[config.mk]
export PLATFORM = sky130hd
export DESIGN_NAME = intx_router
export DESIGN_NICKNAME = d
export VERILOG_FILES = /design/src/rtl/intx_pkg.sv /design/src/rtl/intx_route_regs.sv /design/src/rtl/intx_route_decode.sv /design/src/rtl/intx_level_fwd.sv /design/src/rtl/intx_router.sv
export SDC_FILE = /design/constraint.sdc
export NUM_CORES = 1
export LEC_CHECK = 0
export ABC_AREA = 1
export BUFFER_PORTS_ARGS = -buffer_cell sky130_fd_sc_hd__buf_4
export CORE_AREA = 3 3 85 87
export CTS_CLUSTER_SIZE = 28
export DETAILED_ROUTE_END_ITERATION = 6
export DIE_AREA = 0 0 88 90
export PLACE_DENSITY = 0.72
export SLEW_MARGIN = 20
export SYNTH_ARGS = -nofsm -noshare
export SYNTH_HDL_FRONTEND = slang
export SYNTH_HIERARCHICAL = 1
export SYNTH_SLANG_ARGS = --single-unit
export TNS_END_PERCENT = 1
[constraint.sdc]
create_clock -name clk -period 2 [get_ports clk]
set_clock_uncertainty 0.2 [all_clocks]
set_input_delay 0.4 -clock clk [delete_from_list [all_inputs] [get_ports clk]]
set_output_delay 0.4 -clock clk [all_outputs]
set_load 0.02 [all_outputs]
[src/rtl/intx_pkg.sv]
package intx_pkg;
  localparam int unsigned LINES_DEF = 4;
  localparam int unsigned IDX_W_DEF = 3;
  localparam int unsigned TGT_W_DEF = 16;

  typedef enum logic {
    ROUTE_OFF = 1'b0,
    ROUTE_ON  = 1'b1
  } route_mode_e;
endpackage

[src/rtl/intx_route_regs.sv]
module intx_route_regs #(
  parameter int unsigned LINES = 4,
  parameter int unsigned IDX_W = 3,
  parameter int unsigned TGT_W = 16
) (
  input  logic                   clk,
  input  logic                   rst,
  input  logic                   wr_en,
  input  logic [IDX_W-1:0]       wr_idx,
  input  logic [TGT_W-1:0]       wr_val,
  output logic                   wr_bad,
  output logic [LINES*TGT_W-1:0] table_flat
);
  localparam logic [IDX_W-1:0] LAST_IDX = IDX_W'(LINES - 1);

  logic idx_ok;
  assign idx_ok = (wr_idx <= LAST_IDX);

  for (genvar g = 0; g < LINES; g++) begin : g_slot
    logic [TGT_W-1:0] slot_q;
    always_ff @(posedge clk) begin
      if (rst) begin
        slot_q <= '1;
      end else if (wr_en && idx_ok && (wr_idx == IDX_W'(g))) begin
        slot_q <= wr_val;
      end
    end
    assign table_flat[g*TGT_W +: TGT_W] = slot_q;
  end

  always_ff @(posedge clk) begin
    if (rst) begin
      wr_bad <= 1'b0;
    end else begin
      wr_bad <= wr_en && !idx_ok;
    end
  end
endmodule

[src/rtl/intx_route_decode.sv]
module intx_route_decode
  import intx_pkg::*;
#(
  parameter int unsigned LINES = 4,
  parameter int unsigned IDX_W = 3,
  parameter int unsigned TGT_W = 16
) (
  input  logic [LINES*TGT_W-1:0] table_flat,
  input  logic [IDX_W-1:0]       sel_idx,
  output route_mode_e            sel_mode,
  output logic [TGT_W-1:0]       sel_target
);
  localparam logic [IDX_W-1:0] LAST_IDX = IDX_W'(LINES - 1);

  logic [TGT_W-1:0] picked;

  always_comb begin
    picked = '1;
    for (int k = 0; k < LINES; k++) begin
      if (sel_idx == IDX_W'(k)) picked = table_flat[k*TGT_W +: TGT_W];
    end
  end

  always_comb begin
    sel_target = picked;
    if (sel_idx > LAST_IDX || picked[TGT_W-1]) sel_mode = ROUTE_OFF;
    else                                       sel_mode = ROUTE_ON;
  end
endmodule

[src/rtl/intx_level_fwd.sv]
module intx_level_fwd #(
  parameter int unsigned LINES = 4
) (
  input  logic [LINES-1:0] lvl_in,
  output logic [LINES-1:0] lvl_out
);
  for (genvar g = 0; g < LINES; g++) begin : g_line
    assign lvl_out[g] = lvl_in[g];
  end
endmodule

[src/rtl/intx_router.sv]
module intx_router
  import intx_pkg::*;
#(
  parameter int unsigned LINES = LINES_DEF,
  parameter int unsigned IDX_W = IDX_W_DEF,
  parameter int unsigned TGT_W = TGT_W_DEF
) (
  input  logic             clk,
  input  logic             rst,
  input  logic             cfg_valid,
  input  logic [IDX_W-1:0] cfg_index,
  input  logic [TGT_W-1:0] cfg_data,
  output logic             cfg_err,
  input  logic [IDX_W-1:0] qry_index,
  output logic             qry_enabled,
  output logic [TGT_W-1:0] qry_target,
  input  logic [LINES-1:0] pin_level,
  output logic [LINES-1:0] irq_out
);
  logic [LINES*TGT_W-1:0] route_table;
  route_mode_e            mode;

  intx_route_regs #(.LINES(LINES), .IDX_W(IDX_W), .TGT_W(TGT_W)) u_regs (
    .clk        (clk),
    .rst        (rst),
    .wr_en      (cfg_valid),
    .wr_idx     (cfg_index),
    .wr_val     (cfg_data),
    .wr_bad     (cfg_err),
    .table_flat (route_table)
  );

  intx_route_decode #(.LINES(LINES), .IDX_W(IDX_W), .TGT_W(TGT_W)) u_dec (
    .table_flat (route_table),
    .sel_idx    (qry_index),
    .sel_mode   (mode),
    .sel_target (qry_target)
  );

  assign qry_enabled = (mode == ROUTE_ON);

  intx_level_fwd #(.LINES(LINES)) u_fwd (
    .lvl_in  (pin_level),
    .lvl_out (irq_out)
  );
endmodule

==> flow_summary.ini <==
[status]
outcome = finished clean

[yosys]
synth_cells = 437
ys.flop_type = dfxtp_1
syn_area_per_cell_um2 = 7.36
synth_top_cell_by_area = dfxtp_1
ys_ff_latch = 65
synth.top_cell.area_share = 0.405
ys_top_cells_by_count = nand3_1 (161), nand2_1 (101), dfxtp_1 (65), nand3b_1 (29), buf_4 (14)
synth.most_common_cell = nand3_1
synth_edf_count = 0
synth_cell_types = 19
syn-num-nets = 466
synth_seq_area_share = 0.405
async_reset_ff_frac = 0
synth_area_um2 = 3220
ys_warn_count = 6
synth.area.top_cells = dfxtp_1 (40%), nand3_1 (25%), nand2_1 (12%)

[cells_and_area]
fillers = 596
fin_nets = 502
area_growth_pct = 20.5
layout-drive-gt1-share = 0.199
fin_area_um2 = 3870
n_antenna_cell = 0
multiInputGateArea_um2 = 1640
area.sequential_um2 = 1300

[sta]
holdWs_ns = 0.0279
relSlewSlack = 0.727
grt_setup_unrepaired = no
finalCritPeriodShare = 0.975
tns_ns = 0
min_period_ns = 1.95
worst_pin_slew_ns = 0.409
drv_slew = 0
hold_viol = 0
finalSetupViolCount = 0
fmax_ghz = 0.513

[worst_setup_path]
arrival_ns = 1.35
r2r_slack_ns = 1.20
required_ns = 1.40
critPathLaunchType = input port
end_kind = primary output
crit_chain = buf_8, nand2_4, nor2_4, buf_12, nand2_1, and2_0, nand2_1, buf_4
crit_path_max_fanout = 8
slowest_delay_ns = 0.20
cp_slowest_cell = nor2_4
worstSetupPathType = in2out
cpMostUsedCell = nand2_1

[floorplanning]
die_h_um = 90
design.core.area_um2 = 6420
die_area_um2 = 7920
initial_utilization = 0.501
ios = 51
num_rows = 29
die_w_um = 88

[route]
via_per_inst = 5.76
ant_nets = 0
first_pass_iters = 5
wl_um = 9500
wl_per_cell_um = 17.1
drt_iter0_drc = 474
drc = 0
vias = 3199

[clock_network]
cts_tree = yes
cts_root_buf = clkbuf_8
clk_path_buf_depth = 2
cts_made_buffers = 9
clock_latency_ns = 0.33
clock_sinks = 65
path_clk_slew_ns = 0.07
htreeDepth = 3

[global_routing]
grt_pass1_vias = 3033
grt_pass1_wl_um = 14900
antenna_found_initial = 0
grt_max_degree = 65
grt_overflow = 0
grt_util_all_layers = 0.240

[power_and_ir_drop]
power.total_w = 0.00301
powerDensity_nw_per_um2 = 776
irDropWorstVdd_v = 0.000503
p_leak_nw = 1.84

[place]
gp_congestion = 0.860
dp_hpwl_um = 5710
portBuffers = 42
place_area_um2 = 3580

[run]
drv_cap = 0

[worst_hold_path]
hold_class = in2reg
## worst max-delay path: cells and delay by family
| family | cells | cell delay [ns] |
|---|---|---|
| buffers and inverters | 3 | 0.40 |
| and+or+nand+nor | 5 | 0.54 |
## final timing paths
kind	depth (start not counted)	end	from
max reg2reg	2	u_regs/g_slot[0].slot_q[12]	u_regs/g_slot[0].slot_q[12]
min	2	u_regs/wr_bad	rst
min reg2reg	2	u_regs/g_slot[0].slot_q[5]	u_regs/g_slot[0].slot_q[5]
max	8	qry_target[5]	qry_index[0]
## where the power goes
group	total, W	switching (W)	internal [W]
Combinational	0.000453	0.000274	0.000179
Clock	0.00119	0.000515	0.000676
Sequential	0.00136	0.0000232	0.00134
Total	0.00301	0.000812	0.00220
## placed cells by master, fill, tap and decap left out
cell type,instances
clkinvlp_4,2
nor2_2,1
and2_0,6
clkbuf_16,2
nand2_1,99
and2_1,8
dfxtp_1,65
buf_6,3
clkinv_2,1
nand2_4,3
o21ai_1,1
nand3_1,161
nor2_1,4
bufinv_16,1
clkbuf_8,12
buf_12,5
nand3b_1,29
buf_8,1
inv_1,9
nor2_4,6
nand2_2,3
buf_4,50
inv_2,5
nand4_1,1
## layer usage
layer / global-route usage / part of all wire / vias to the layer above
li1: - / - / 1538
met1: 0.318 / 0.42 / 1498
met2: 0.379 / 0.49 / 150
met3: 0.0558 / 0.083 / 13
met4: 0.0857 / 0.010 / 0
met5: 0 / 0 / -
## metrics by stage
step / utilization / setup WS, ns / instances
floorplan: - / 0.174 / 437
global placement: 0.557 / 0.0526 / 537
detailed placement: 0.557 / 0.0423 / 537
CTS: 0.590 / 0.0406 / 553
global route: 0.603 / 0.00451 / 555
finish: 0.603 / 0.0499 / 555
## state kept, by name, indices dropped and copies added (netlist names)
name,flops
u_regs/g_slot.slot_q,64
u_regs/wr_bad,1
## logic make-up (layout without fill, tap and decap cells)
logic type,after synthesis,in the layout,synth area share
buffers and inverters,50,91,0.0918
AOI/OAI and AO/OA,1,1,0.00155
DFF,65,65,0.405
and+or+nand+nor,321,321,0.502
## final cells by class
type / count / share of cell area
Timing Repair Buffer: 61 / 0.148
Sequential cell: 65 / 0.336
Multi-Input combinational cell: 322 / 0.422
Clock inverter: 4 / 0.0129
Clock buffer: 12 / 0.0426
Tap cell: 77 / 0.0249
Inverter: 14 / 0.0136
## repair_timing
item                       CTS  global route
hold buffers                 0             0
setup buffers                0             0
setup endpoints to repair    0             6
gates resized for setup      0            10
No activity file was read; power rests on OpenSTA's default activity.
